$ cat config.mk
export PLATFORM = sky130hd
export DESIGN_NAME = trap_sequencer
export DESIGN_NICKNAME = d
export VERILOG_FILES = /design/src/rtl/trap_pkg.sv /design/src/rtl/trap_ctrl.sv /design/src/rtl/trap_dp.sv /design/src/rtl/trap_sequencer.sv
export SDC_FILE = /design/constraint.sdc
export NUM_CORES = 1
export LEC_CHECK = 0
export BUFFER_PORTS_ARGS = -buffer_cell sky130_fd_sc_hd__buf_4
export CAP_MARGIN = 20
export CELL_PAD_IN_SITES_DETAIL_PLACEMENT = 2
export CELL_PAD_IN_SITES_GLOBAL_PLACEMENT = 2
export CORE_MARGIN = 2
export CORE_UTILIZATION = 42
export CTS_BUF_LIST = sky130_fd_sc_hd__clkbuf_4 sky130_fd_sc_hd__clkbuf_8
export DETAILED_ROUTE_END_ITERATION = 16
export GPL_TIMING_DRIVEN = 0
export HOLD_SLACK_MARGIN = 0.15
export PLACE_DENSITY = 0.95
export SYNTH_ARGS = -nofsm -noshare
export SYNTH_HDL_FRONTEND = slang
export SYNTH_SLANG_ARGS = --single-unit
$ cat constraint.sdc
create_clock -name clk -period 4.79 [get_ports clk]
set_input_delay 0.479 -clock clk [delete_from_list [all_inputs] [get_ports clk]]
set_output_delay 0.479 -clock clk [all_outputs]
set_load 0.01 [all_outputs]
$ cat src/rtl/trap_pkg.sv
package trap_pkg;
  localparam int STAT_W     = 32;
  localparam int MODE_W     = 5;
  localparam int BANKS      = 5;
  localparam int BANK_IDX_W = $clog2(BANKS);
  localparam int KIND_W     = 3;
  localparam int NUM_KINDS  = 7;
  localparam int I_BIT      = 7;
  localparam int F_BIT      = 6;

  typedef enum logic [MODE_W-1:0] {
    MODE_USR = 5'b10000,
    MODE_FIQ = 5'b10001,
    MODE_IRQ = 5'b10010,
    MODE_SVC = 5'b10011,
    MODE_ABT = 5'b10111,
    MODE_UND = 5'b11011,
    MODE_SYS = 5'b11111
  } mode_e;

  // Code doubles as vector slot index.
  typedef enum logic [KIND_W-1:0] {
    KIND_RESET = 3'd0,
    KIND_UNDEF = 3'd1,
    KIND_SWI   = 3'd2,
    KIND_PABT  = 3'd3,
    KIND_DABT  = 3'd4,
    KIND_IRQ   = 3'd6,
    KIND_FIQ   = 3'd7
  } kind_e;

  typedef struct packed {
    logic  enter;
    logic  leave;
    kind_e kind;
  } seqCmd_t;

  localparam logic [STAT_W-1:0] RESET_STATUS =
    STAT_W'({1'b1, 1'b1, 1'b0, MODE_SVC});

  function automatic mode_e modeOf(kind_e k);
    case (k)
      KIND_UNDEF:             return MODE_UND;
      KIND_PABT, KIND_DABT:   return MODE_ABT;
      KIND_IRQ:               return MODE_IRQ;
      KIND_FIQ:               return MODE_FIQ;
      default:                return MODE_SVC;
    endcase
  endfunction

  // Returns {bank present, bank index}.
  function automatic logic [BANK_IDX_W:0] bankOf(logic [MODE_W-1:0] m);
    case (m)
      MODE_FIQ: return {1'b1, BANK_IDX_W'(0)};
      MODE_IRQ: return {1'b1, BANK_IDX_W'(1)};
      MODE_SVC: return {1'b1, BANK_IDX_W'(2)};
      MODE_ABT: return {1'b1, BANK_IDX_W'(3)};
      MODE_UND: return {1'b1, BANK_IDX_W'(4)};
      default:  return {1'b0, BANK_IDX_W'(0)};
    endcase
  endfunction
endpackage

$ cat src/rtl/trap_ctrl.sv
module trap_ctrl
  import trap_pkg::*;
(
  input  logic              clk,
  input  logic              rstN,
  input  logic              rstReq,
  input  logic              undefReq,
  input  logic              swiReq,
  input  logic              pabtReq,
  input  logic              dabtReq,
  input  logic              irqReq,
  input  logic              fiqReq,
  input  logic              retReq,
  input  logic [MODE_W-1:0] curMode,
  input  logic              iMask,
  input  logic              fMask,
  output seqCmd_t           cmd,
  output logic              pcLoad,
  output logic              flush
);
  // Highest precedence first.
  localparam kind_e PRIO [NUM_KINDS] = '{KIND_RESET, KIND_DABT, KIND_FIQ,
                                         KIND_IRQ, KIND_PABT, KIND_UNDEF, KIND_SWI};

  logic [7:0]            reqVec;
  logic [7:0]            eligible;
  logic                  busy;
  logic [BANK_IDX_W:0]   curBank;

  assign reqVec   = {fiqReq, irqReq, 1'b0, dabtReq, pabtReq, swiReq, undefReq, rstReq};
  assign eligible = reqVec & ~{fMask, iMask, 6'b0};
  assign busy     = pcLoad | flush;
  assign curBank  = bankOf(curMode);

  always_comb begin
    cmd = '0;
    for (int p = NUM_KINDS - 1; p >= 0; p--) begin
      if (eligible[PRIO[p]]) begin
        cmd.enter = 1'b1;
        cmd.kind  = PRIO[p];
      end
    end
    if (busy) cmd.enter = 1'b0;
    cmd.leave = !busy && !cmd.enter && retReq && curBank[BANK_IDX_W];
  end

  always_ff @(posedge clk or negedge rstN) begin
    if (!rstN) begin
      pcLoad <= 1'b0;
      flush  <= 1'b0;
    end else begin
      pcLoad <= cmd.enter | cmd.leave;
      flush  <= pcLoad;
    end
  end

  AST_FLUSH_FOLLOWS_LOAD: assert property (@(posedge clk) disable iff (!rstN)
    pcLoad |=> flush);
  AST_FLUSH_SINGLE: assert property (@(posedge clk) disable iff (!rstN)
    flush |=> !flush);
  AST_IDLE_WHILE_BUSY: assert property (@(posedge clk) disable iff (!rstN)
    (pcLoad || flush) |-> !(cmd.enter || cmd.leave));
  AST_IRQ_MASK_HONOURED: assert property (@(posedge clk) disable iff (!rstN)
    (cmd.enter && (cmd.kind == KIND_IRQ)) |-> !iMask);
  AST_FIQ_MASK_HONOURED: assert property (@(posedge clk) disable iff (!rstN)
    (cmd.enter && (cmd.kind == KIND_FIQ)) |-> !fMask);
endmodule

$ cat src/rtl/trap_dp.sv
module trap_dp
  import trap_pkg::*;
#(
  parameter int              XLEN     = 32,
  parameter logic [XLEN-1:0] VEC_BASE = '0
) (
  input  logic              clk,
  input  logic              rstN,
  input  seqCmd_t           cmd,
  input  logic [XLEN-1:0]   pcNow,
  input  logic              statusWr,
  input  logic [STAT_W-1:0] statusIn,
  output logic [STAT_W-1:0] status,
  output logic [STAT_W-1:0] savedOut,
  output logic [XLEN-1:0]   linkOut,
  output logic [XLEN-1:0]   pcOut
);
  localparam int SLOT_SHIFT = 2;

  logic [STAT_W-1:0]   statQ;
  logic [STAT_W-1:0]   savedQ [BANKS];
  logic [XLEN-1:0]     linkQ  [BANKS];
  logic [BANK_IDX_W:0] curBank;
  logic [BANK_IDX_W:0] tgtBank;
  logic [STAT_W-1:0]   entryStat;
  logic [XLEN-1:0]     retAddr;
  logic [XLEN-1:0]     vecAddr;
  logic                bankWr;

  // pcNow sits 8 bytes past the instruction in execute.
  function automatic logic [XLEN-1:0] linkFor(kind_e k, logic [XLEN-1:0] pc);
    case (k)
      KIND_UNDEF, KIND_SWI, KIND_PABT: return pc - XLEN'(4);
      default:                         return pc;
    endcase
  endfunction

  assign curBank = bankOf(statQ[MODE_W-1:0]);
  assign tgtBank = bankOf(modeOf(cmd.kind));
  assign retAddr = linkFor(cmd.kind, pcNow);
  assign vecAddr = VEC_BASE + (XLEN'(cmd.kind) << SLOT_SHIFT);
  assign bankWr  = cmd.enter && (cmd.kind != KIND_RESET);

  always_comb begin
    entryStat               = statQ;
    entryStat[MODE_W-1:0]   = modeOf(cmd.kind);
    entryStat[I_BIT]        = 1'b1;
    if (cmd.kind == KIND_RESET || cmd.kind == KIND_FIQ) entryStat[F_BIT] = 1'b1;
  end

  always_ff @(posedge clk or negedge rstN) begin
    if (!rstN)           statQ <= RESET_STATUS;
    else if (cmd.enter)  statQ <= entryStat;
    else if (cmd.leave)  statQ <= savedQ[curBank[BANK_IDX_W-1:0]];
    else if (statusWr)   statQ <= statusIn;
  end

  for (genvar b = 0; b < BANKS; b++) begin : g_bank
    always_ff @(posedge clk or negedge rstN) begin
      if (!rstN) begin
        savedQ[b] <= '0;
        linkQ[b]  <= '0;
      end else if (bankWr && tgtBank[BANK_IDX_W-1:0] == BANK_IDX_W'(b)) begin
        savedQ[b] <= statQ;
        linkQ[b]  <= retAddr;
      end
    end
  end

  always_ff @(posedge clk or negedge rstN) begin
    if (!rstN)          pcOut <= '0;
    else if (cmd.enter) pcOut <= vecAddr;
    else if (cmd.leave) pcOut <= linkQ[curBank[BANK_IDX_W-1:0]];
  end

  assign status   = statQ;
  assign savedOut = curBank[BANK_IDX_W] ? savedQ[curBank[BANK_IDX_W-1:0]] : '0;
  assign linkOut  = curBank[BANK_IDX_W] ? linkQ[curBank[BANK_IDX_W-1:0]]  : '0;

  AST_ENTRY_SETS_I: assert property (@(posedge clk) disable iff (!rstN)
    cmd.enter |=> status[I_BIT]);
  AST_ENTRY_MODE: assert property (@(posedge clk) disable iff (!rstN)
    cmd.enter |=> status[MODE_W-1:0] == modeOf($past(cmd.kind)));
  AST_VECTOR_RANGE: assert property (@(posedge clk) disable iff (!rstN)
    cmd.enter |=> ((pcOut - VEC_BASE) < XLEN'(32)) && (pcOut[1:0] == 2'b00));
  AST_RETURN_STATUS: assert property (@(posedge clk) disable iff (!rstN)
    cmd.leave |=> status == $past(savedOut));
endmodule

$ cat src/rtl/trap_sequencer.sv
module trap_sequencer
  import trap_pkg::*;
#(
  parameter int              XLEN     = 32,
  parameter logic [XLEN-1:0] VEC_BASE = '0
) (
  input  logic              clk,
  input  logic              rstN,
  input  logic              rstReq,
  input  logic              undefReq,
  input  logic              swiReq,
  input  logic              pabtReq,
  input  logic              dabtReq,
  input  logic              irqReq,
  input  logic              fiqReq,
  input  logic              retReq,
  input  logic [XLEN-1:0]   pcNow,
  input  logic              statusWr,
  input  logic [STAT_W-1:0] statusIn,
  output logic [STAT_W-1:0] status,
  output logic [STAT_W-1:0] savedOut,
  output logic [XLEN-1:0]   linkOut,
  output logic [XLEN-1:0]   pcOut,
  output logic              pcLoad,
  output logic              flush
);
  seqCmd_t cmd;

  trap_ctrl i_ctrl (
    .clk      (clk),
    .rstN     (rstN),
    .rstReq   (rstReq),
    .undefReq (undefReq),
    .swiReq   (swiReq),
    .pabtReq  (pabtReq),
    .dabtReq  (dabtReq),
    .irqReq   (irqReq),
    .fiqReq   (fiqReq),
    .retReq   (retReq),
    .curMode  (status[MODE_W-1:0]),
    .iMask    (status[I_BIT]),
    .fMask    (status[F_BIT]),
    .cmd      (cmd),
    .pcLoad   (pcLoad),
    .flush    (flush)
  );

  trap_dp #(.XLEN(XLEN), .VEC_BASE(VEC_BASE)) i_dp (
    .clk      (clk),
    .rstN     (rstN),
    .cmd      (cmd),
    .pcNow    (pcNow),
    .statusWr (statusWr),
    .statusIn (statusIn),
    .status   (status),
    .savedOut (savedOut),
    .linkOut  (linkOut),
    .pcOut    (pcOut)
  );
endmodule

Yosys cells after proc, flatten, opt, wreduce, memory -nomap -nowiden
Index checks and enable logic that the tools add are counted. W data, S select, Z words.

Flip-flop bits (word level): 386. Output and inout bits: 130.

Add/sub/neg operators: 1. Order comparisons: 1. Equality and inequality tests: 21. Multiplexer cells: 33. Bitwise logic cells: 6. Reduce and logical (&&, ||, !) cells: 22.

Operators by type and width (number): $mux W32 (11); $bmux W32 S3 (2); $eq A5 B5 Y1 const B (10); $sub A32 B3 Y32 const B (1); $pmux W4 S5 (1); $pmux W4 S4 (1); $pmux W3 S5 (1); $eq A3 B2 Y1 const B (4); $eq A3 B3 Y1 const B (4); $mux W3 (4); $logic_and A1 B1 Y1 (9); $mux W1 (9); $and A8 B8 Y8 (1); $mux W8 (1); $not A8 Y8 (1); $eq A3 B1 Y1 const B (2); $logic_not A3 Y1 (2); $mux W2 (3); $reduce_bool A3 Y1 (2); $ge A4 B4 Y1 const B (1); $not A3 Y4 (1); $reduce_and A2 Y1 (2); $reduce_bool A2 Y1 (2); $reduce_or A3 Y1 (1); other kinds (6) (8).

Longest topological paths before layout
Gate-level depths: netlist (run 1).

Depth in word-level cells: 16. Depth in mapped cells: 9. Gate-level depth less buffers: 7.

By module
From an unflattened synthesis (run 1), not the netlist that was laid out.

Cells, all modules: 2019. Area, all modules: 18457.7 µm².

By module, submodules not included: trap_dp (times used 1, cells an instance 1992, area each 18232.5 µm², seq. area each 9615.5 µm²); trap_ctrl (times used 1, cells an instance 27, area each 225.2 µm², seq. area each 50.0 µm²).

Least setup slack after synthesis (run 1)
OpenSTA, ideal clock, no wires.

Kind: register -> output. Start: reg i_dp.statQ[1], in the netlist i_dp.status[1]. End: out savedOut[10]. Arrival time: 2.239 ns. Data required time: 4.311 ns. Setup slack: 2.072 ns. Stages on the path, launching flop included: 10. Buffers on the path: 5. Cell sequence: dfstp_2 -> clkbuf_1 -> and4b_1 -> clkbuf_1 -> and2_1 -> buf_2 -> buf_1 -> clkbuf_1 -> a21oi_1 -> nor2_1.

Cells in the longest elaborated chain, start to end: 7. Elaborated cells between the ends (all ways): 11. Classes of those cells: eq/ne: 5; mux: 5; bitwise: 1.

Ends and longest elaborated chain: start, declared (RTL line trap_dp.sv:20) `logic [STAT_W-1:0] statQ;`; start signal, assigned (RTL line trap_dp.sv:53) `else if (cmd.enter) statQ <= entryStat;`; start signal, assigned (RTL line trap_dp.sv:54) `else if (cmd.leave) statQ <= savedQ[curBank[BANK_IDX_W-1:0]];`; start signal, assigned (RTL line trap_dp.sv:55) `else if (statusWr) statQ <= statusIn;`; $eq A5 B5 Y1 (RTL line trap_pkg.sv:53) `case (m)`; $pmux W4 S5 * (RTL line trap_pkg.sv:53); $not A3 Y4 (implied by the code) (RTL line trap_dp.sv:77) `assign savedOut = curBank[BANK_IDX_W] ? savedQ[curBank[BANK_IDX_W-1:0]] : '0;`; $bmux W32 S3 (RTL line trap_dp.sv:77); $mux W32 (implied by the code) (2 in a row) (RTL line trap_dp.sv:77); $mux W32 * (RTL line trap_dp.sv:77); end, declared (RTL line trap_sequencer.sv:21) `output logic [STAT_W-1:0] savedOut,`.

Mark *: on every way between the ends. The rest lies on a longest branch, timed or not. The select of a mux whose other input is x is not followed.

Worst setup path after layout (run 1)
Start: reg i_dp.statQ[2], in the netlist i_dp.status[2]. End: out linkOut[24].

Cells in the longest elaborated chain, start to end: 7. Elaborated cells between the ends (all ways): 11. Classes of those cells: eq/ne: 5; mux: 5; bitwise: 1.

Ends and longest elaborated chain: $eq A5 B5 Y1 (RTL line trap_pkg.sv:53); $pmux W4 S5 * (RTL line trap_pkg.sv:53); $not A3 Y4 (implied by the code) (RTL line trap_dp.sv:78) `assign linkOut = curBank[BANK_IDX_W] ? linkQ[curBank[BANK_IDX_W-1:0]] : '0;`; $bmux W32 S3 (RTL line trap_dp.sv:78); $mux W32 (implied by the code) (2 in a row) (RTL line trap_dp.sv:78); $mux W32 * (RTL line trap_dp.sv:78); end, declared (RTL line trap_sequencer.sv:22) `output logic [XLEN-1:0] linkOut,`.

Marked as above.

==> summary.txt, run 1 <==
Drt
  – Residual DRC: 0
  – Vias per cell: 7.49
  – Routed vias: roughly 22,000
  – First DRT Iteration DRCs: 3,542
  – Antenna Nets Post-Route: 0
  – Routed wire length per instance: approximately 42 µm
  – WL final: between 100,000 and 150,000 µm
  – DRT Pass-1 Iters: 6

STA
  – Tightest Pin Transition: roughly 1.5 ns
  – Final Hold Viols: 0
  – Setup slack after layout: -0.214 ns
  – Min Hold Slack: 0.152 ns
  – Final slew viol count: 0
  – Tmin final: 5.00 ns
  – Maximum clock frequency: around 0.2 GHz
  – Setup violators final: 7
  – Fin crit share: 104%
  – Final clock skew: about 0.084 ns
  – Slew Limit Headroom: about 2.3%

Worst setup path
  – CP endpoint: linkOut[24]
  – R2r worst-path depth: 9
  – WP data arrival: between 4 and 5 ns
  – R2R Path End: i_dp.savedQ[54]$_DFFE_PN0P_
  – Worst r2r src: i_dp.status[6]$_DFFE_PN1P_
  – Startpoint Class: flop
  – Critical path class: flop to output port
  – Setup crit end kind: output port
  – Worst-path fanout max: 10
  – R2R setup slack: around 0.12 ns
  – Critical Path Start: i_dp.status[2]$_DFFE_PN0P_
  – Critical Path RT: 4.31 ns

Yosys
  – Top cells by count, synth: dfrtp_1, nand2_1, o21ai_0, clkbuf_1, mux2_2
  – Async SR Flop Fraction: 100%
  – Post-synth EDFFs: 0
  – Primary FF master, synth: dfrtp_1
  – Yosys top cell by area: dfrtp_1
  – Synthesis-stage register bit count: 386
  – Top-count cell post-synth: dfrtp_1
  – Main area contributors after synthesis: dfrtp_1, nand2_1, mux2_2, o21ai_0, a211oi_1
  – Avg Cell Area, Syn: ~9.5 µm²
  – YS warnings: 0
  – Yosys top cell area share: approximately half
  – Syn_nets: roughly 2,000
  – Sequential fraction of the synthesis area: around half
  – Synthesized area: between 15,000 and 20,000 µm²
  – Synthesized instance count: 1,965
  – Distinct cell type count after synthesis: 66

Global routing
  – Initial antenna violation count: 9
  – Total GRT Usage: between 50% and 60%
  – Pin count of the biggest net entering global routing: between 100 and 150
  – Vias in the first global route: around 24,000
  – First-pass GRT wire length: 175,000 µm
  – Global route overflow: 0

Layout
  – Share of layout cells above drive strength 1: between 20% and 30%
  – Nets: roughly 2,300
  – Design Area, Final: between 20,000 and 25,000 µm²
  – Finished Core Util: between 50% and 60%
  – Area growth from synthesis to layout: 22.5%

Clock network
  – Worst-Skew Late Latency: between 0.7 and 0.8 ns
  – Clock Tree Buf Depth: 3
  – CTS tree: yes
  – Htree depth: 3
  – CTS clk-pin slew, worst paths: around 0.080 ns
  – Clock sinks: around 390
  – Root buffer cell: clkbuf_8
  – CTS Buf Count: just over 70

Floorplan
  – Die ar.: about 46,000 µm²
  – IO Pins: just over 200
  – Initial Utilization: between 40% and 50%
  – Cell row count: 77
  – Die height: roughly 220 µm
  – Die width: between 200 and 250 µm
  – Core region area: 44,100 µm²

Placed design
  – Post-DP Area: about 21,000 µm²
  – IO buf count: about 200
  – Hpwl dp: approximately 65,000 µm
  – Routability Congestion: 0.896

Run
  – MaxCap Viol Count: 0

Status
  – Status: finished with violations
  – Violations in the final reports: setup timing

Power and ir drop
  – Worst VDD drop: about 530 µV
  – Pwr Density: 818 nW/µm²
  – P_leak: between 10 and 15 nW

Worst hold path
  – HP Class: primary input to flop
[flip-flops by register name (all words and copies together), names as in the netlist]
signal / cells
i_ctrl.pcLoad: 1
i_dp.pcOut: 32
i_ctrl.flush: 1
i_dp.savedQ: 160
i_dp.status: 32
i_dp.linkQ: 160
[cell families after synthesis]
group	Yosys count	synth area share [%]
AO/OA/AOI/OAI	496	16.4
XOR/XNOR	22	1.03
adder cells (fa/ha/maj)	1	0.0667
buffers and inverters	185	3.99
flip-flops	386	51.5
multiplexers	146	8.52
AND/OR/NAND/NOR	729	18.4
[placed cells by master (no fill, tap or decap), drive strengths merged, types with 25 or more instances in the layout]
master	synthesis	final
nor2	92	92
buf	49	261
nand3	84	84
nor4	40	40
o2bb2ai	25	25
nand2	337	337
a31oi	49	49
a211oi	87	87
mux2	109	109
o21ai	202	202
nor2b	56	56
nor3	41	41
dfrtp	381	381
mux2i	37	37
clkbuf	123	241
a21oi	65	65
[routing by layer]
metal  global-route usage, %  vias to the layer above  wire length, µm
li1                        -                     7624                -
met1                    60.4                    10938            42300
met2                    78.0                     2346            53100
met3                    18.1                      959            15100
met4                    41.6                       12            12000
met5                   0.938                        -               94
[worst min-delay path by stage]
stage | from | end | slack, ns | depth (start not counted)
6_report | statusIn[7] | i_dp.status[7]$_DFFE_PN1P_ | 0.15 | 3
3_5_place_dp | i_ctrl.pcLoad$_DFF_PN0_ | i_ctrl.flush$_DFF_PN0_ | 0.46 | 0
5_1_grt | statusIn[7] | i_dp.status[7]$_DFFE_PN1P_ | 0.15 | 3
3_3_place_gp | i_ctrl.pcLoad$_DFF_PN0_ | i_ctrl.flush$_DFF_PN0_ | 0.44 | 0
4_1_cts | statusIn[4] | i_dp.status[4]$_DFFE_PN1P_ | 0.16 | 3
2_1_floorplan | rstN | i_ctrl.flush$_DFF_PN0_ | 0.18 | 0
[critical path, stage by stage, from the launching register on]
cell	delay, ns
dfrtp_1	0.57
buf_2	0.40
clkbuf_2	0.47
buf_2	0.49
clkbuf_1	0.60
a211oi_1	0.28
a31oi_1	0.33
mux2i_1	0.24
nor2_1	0.26
buf_4	0.16
[area by class of cell]
| cell class | instances | area, µm² |
|---|---|---|
| fillers | 4557 | 21200 |
| flip-flops and latches | 386 | 9670 |
| multi-input cells | 1394 | 8370 |
| repair buffers | 231 | 1860 |
| clock buffers | 118 | 1480 |
| well taps | 592 | 741 |
| plain buffers | 171 | 716 |
| clock inverters | 10 | 80.1 |
| inverters | 13 | 48.8 |
| diodes | 6 | 15.0 |
[through the flow]
step | power (W) | cells | setup TNS, ns | setup slack (ns)
3_3_place_gp | 0.0120 | 2758 | -211.05 | -0.606
3_5_place_dp | 0.0130 | 2763 | 0 | 0.566
2_1_floorplan | 0.00916 | 1965 | 0 | 2.07
4_1_cts | 0.0173 | 2907 | 0 | 0.00114
5_1_grt | 0.0189 | 2915 | -0.00165 | -0.00165
6_report | 0.0188 | 2921 | -0.509 | -0.214
[power breakdown]
part | internal (W) | switching (W)
registers | 0.00458 | 0.00153
logic | 0.00254 | 0.00628
clock network | 0.00200 | 0.00187
[repair_timing]
| item | in CTS | in global routing |
|---|---|---|
| setup endpoints to repair | 20 | 57 |
| setup buffers | 0 | 4 |
| hold buffers | 17 | 0 |
| endpoints found under the hold margin | 122 | 0 |
| pin swaps | 0 | 1 |
| gates resized for setup | 3 | 24 |
No activity file was read; power rests on OpenSTA's default activity.
==> inputs of run 2 (changes only) <==
ABC_AREA = 0   (was unset)
CORE_UTILIZATION = 41   (was 42)
SYNTH_HIERARCHICAL = 1   (was unset)
==> run 2 against run 1 <==
The run still ends with setup timing left. Utilization down 1.4 points. First-iteration DRC count decreased by 29%. Final cell count increased by 1.0%. Critical path type unchanged. Critical endpoint is now savedOut[0]. Largest cell class unchanged. Largest power group unchanged.
==> summary.txt, run 2 <==
Worst setup path
  – Critical path class: flop to output port
  – Critical Path RT: ~4.3 ns
  – CP max stage cell: dfrtp_1
  – WP data arrival: 4.35 ns
  – CP max stage delay: 0.64 ns
  – Setup crit end kind: output port
  – Worst-path fanout max: 10
  – Startpoint Class: flop
  – Cells along the critical path: and3b_1 -> nand2_1 -> buf_2 -> buf_2 -> nand2_1 -> a21oi_1 -> nor4b_2 -> buf_4

Power and ir drop
  – Share of power burned in registers: between 30% and 40%
  – Part of the power in the clock network: 20.5%
  – P_leak: 10.7 nW
  – Switch share: between 40 and 50%
  – Pwr Density: 799 nW/µm²
  – Psw: 0.00878 W
  – Worst VDD drop: 326 µV
  – Overall power: 0.0180 W
  – Power Internal: between 0.009 and 0.01 W
  – Part of the power in combinational logic: ~45%

Layout
  – Nets: approximately 2,400
  – Fillers: around 4,700
  – Share of layout cells above drive strength 1: approximately a fifth
  – Area growth from synthesis to layout: 21.7%
  – Commonest non-fill, non-tap cells in the layout: nand2_1, dfrtp_1, buf_4, o21ai_0, clkbuf_1
  – Finished Layout Cells: between 2,000 and 3,000
  – Largest regs: i_dp/linkQ: 160 flops, i_dp/savedQ: 160 flops
  – Finished Core Util: between 50% and 60%
  – Most common cell after layout, fill and taps aside: nand2_1

Yosys
  – Top cells by count, synth: nand2_1, dfrtp_1, o21ai_0, clkbuf_1, nor2_1
  – Main area contributors after synthesis: dfrtp_1, nand2_1, o21ai_0, mux2_2, clkbuf_1
  – Yosys top cell area share: between 50 and 60%
  – Top-count cell post-synth: nand2_1
  – Avg Cell Area, Syn: between 9 and 10 µm²
  – Synthesized area: roughly 18,000 µm²
  – Yosys top cell by area: dfrtp_1
  – Synthesis-stage register bit count: between 300 and 400
  – Synthesized instance count: around 2,000
  – Sequential fraction of the synthesis area: approximately 52%
  – Async SR Flop Fraction: between 90% and 100%
  – Primary FF master, synth: dfrtp_1
  – Post-synth EDFFs: 0
  – YS warnings: 6
  – Syn_nets: ~2,100
  – Distinct cell type count after synthesis: 62

STA
  – Setup violators final: 1
  – Tmin final: ~4.8 ns
  – Tightest Pin Transition: 1.23 ns
  – Slew Limit Headroom: 18.2%
  – Final Hold Viols: 0
  – Final clock skew: ~0.035 ns
  – Final slew viol count: 0
  – Maximum clock frequency: roughly 0.21 GHz
  – Setup slack after layout: -0.0389 ns
  – Fin crit share: 101%
  – Min Hold Slack: roughly 0.19 ns
  – RSZ-0062 raised after global routing: no

Placed design
  – Inst Count DP: 2,817
  – IO buf count: between 200 and 250
  – Hpwl dp: ~63,000 µm
  – Routability Congestion: 0.896

Drt
  – DRT Pass-1 Iters: 5
  – WL met1: between 30,000 and 40,000 µm
  – Routed wire length per instance: around 36 µm
  – Routed wl met3: roughly 9500 µm
  – Residual DRC: 0
  – Uppermost layer routed: met5
  – Antenna Nets Post-Route: 0
  – Met2 WL post-DR: 50,000 µm
  – WL final: between 100,000 and 150,000 µm
  – First DRT Iteration DRCs: 2,529
  – Routed vias: 20,171
  – Vias per cell: between 6 and 7

Status
  – Status: finished with violations
  – Violations in the final reports: setup timing

Global routing
  – Total GRT Usage: a little under half
  – Global route overflow: 0
  – First-pass GRT wire length: 158,000 µm
  – Vias in the first global route: 22,697
  – Initial antenna violation count: 4
  – Pin count of the biggest net entering global routing: 110

Clock network
  – Worst-Skew Late Latency: between 0.6 and 0.7 ns
  – CTS tree: yes
  – Clock Tree Buf Depth: 3
  – Postcts setup bufs: 0
  – CTS clk-pin slew, worst paths: 0.06 ns
  – Clock sinks: about 390
  – CTS Buf Count: between 70 and 80
  – Root buffer cell: clkbuf_8
  – Htree depth: 3

Floorplan
  – Die width: ~220 µm
  – IO Pins: around 200
  – Initial Utilization: a little over two fifths
  – Cell row count: 77
  – Die height: around 220 µm
  – Core region area: about 44,000 µm²
  – Die ar.: around 47,000 µm²

Worst hold path
  – HP Class: primary input to flop

Run
  – MaxCap Viol Count: 0
## run 2: changes by cell type in the layout (fill, tap and decap cells not counted), moves of 26 or more
cell | previous run | this run
o22ai_1 | 4 | 31
nand3_1 | 84 | 20
a31oi_1 | 49 | 4
a32oi_1 | 0 | 26
and3_1 | 5 | 62
a31o_2 | 0 | 31
a211oi_1 | 87 | 57
nor2b_1 | 56 | 4
mux2_2 | 109 | 78
nand2_1 | 336 | 600
o22a_1 | 0 | 27
## run 2: area by class of cell
| cell class | instances | area [µm²] | share of cell area (%) |
|---|---|---|---|
| flip-flops and latches | 386 | 9670 | 43.0 |
| multi-input cells | 1464 | 8140 | 36.2 |
| repair buffers | 212 | 1680 | 7.47 |
| clock buffers | 112 | 1470 | 6.53 |
| well taps | 592 | 741 | 3.30 |
| plain buffers | 163 | 648 | 2.89 |
| clock inverters | 14 | 101 | 0.451 |
| inverters | 6 | 22.5 | 0.100 |
| diodes | 2 | 5.00 | 0.0223 |
## run 2: cells by family (layout without fill, tap and decap cells)
kind of cell / after synthesis / count (layout) / share of synthesized area (%)
buffers and inverters: 169 / 507 / 3.62
adder cells (fa/ha/maj): 1 / 1 / 0.0678
other: 0 / 2 / 0
AO/OA/AOI/OAI: 487 / 487 / 17.1
XOR/XNOR: 27 / 27 / 1.28
AND/OR/NAND/NOR: 855 / 855 / 20.0
multiplexers: 94 / 94 / 5.63
flip-flops: 386 / 386 / 52.4
## run 2: power by group through the flow
stage | clock network [W] | logic, W | registers, W
floorplan | 0 | 0.00385 | 0.00536
global route | 0.00383 | 0.00837 | 0.00614
CTS | 0.00369 | 0.00779 | 0.00600
global placement | 0 | 0.00650 | 0.00557
finish | 0.00368 | 0.00814 | 0.00613
detailed placement | 0 | 0.00717 | 0.00584
## run 2: worst max-delay path: cells and delay by family (launching register included)
family,cells,cell delay [ns]
buffers and inverters,3,1.17
AOI/OAI and AO/OA,1,0.27
DFF,1,0.64
and+or+nand+nor,4,1.59
## run 2: repair_timing
action | CTS | global route
hold buffers | 5 | 0
hold endpoints to repair | 90 | 0
endpoints found under the setup margin | 9 | 21
gates resized for setup | 2 | 5
## run 2: final timing paths
check	startpoint	to	slack [ns]	depth (start not counted)
max in group asynchronous	rstN	i_dp/savedQ[35]$_DFFE_PN0P_	2.43	5
max	i_dp/status[3]$_DFFE_PN0P_	savedOut[0]	-0.04	8
min in group asynchronous	rstN	i_dp/pcOut[24]$_DFFE_PN0P_	0.36	2
min	swiReq	i_ctrl/pcLoad$_DFF_PN0_	0.19	4
min reg2reg	i_ctrl/pcLoad$_DFF_PN0_	i_ctrl/flush$_DFF_PN0_	0.46	0
max reg2reg	i_dp/status[6]$_DFFE_PN1P_	i_dp/savedQ[79]$_DFFE_PN0P_	0.12	10
## run 2: stage by stage
step | instance area (µm²) | worst slack (ns) | setup TNS, ns
4_1_cts | 22400 | 0.0510 | 0
6_report | 22500 | -0.0389 | -0.0389
3_5_place_dp | 20800 | 0.415 | 0
2_1_floorplan | 18500 | 1.99 | 0
3_3_place_gp | 20700 | -0.661 | -239.45
5_1_grt | 22500 | 0.0200 | 0
## run 2: routing by layer
layer | vias to the layer above | track usage [%]
li1 | 7580 | -
met1 | 10436 | 53.7
met2 | 1552 | 73.6
met3 | 599 | 11.9
met4 | 4 | 30.5
met5 | - | 0
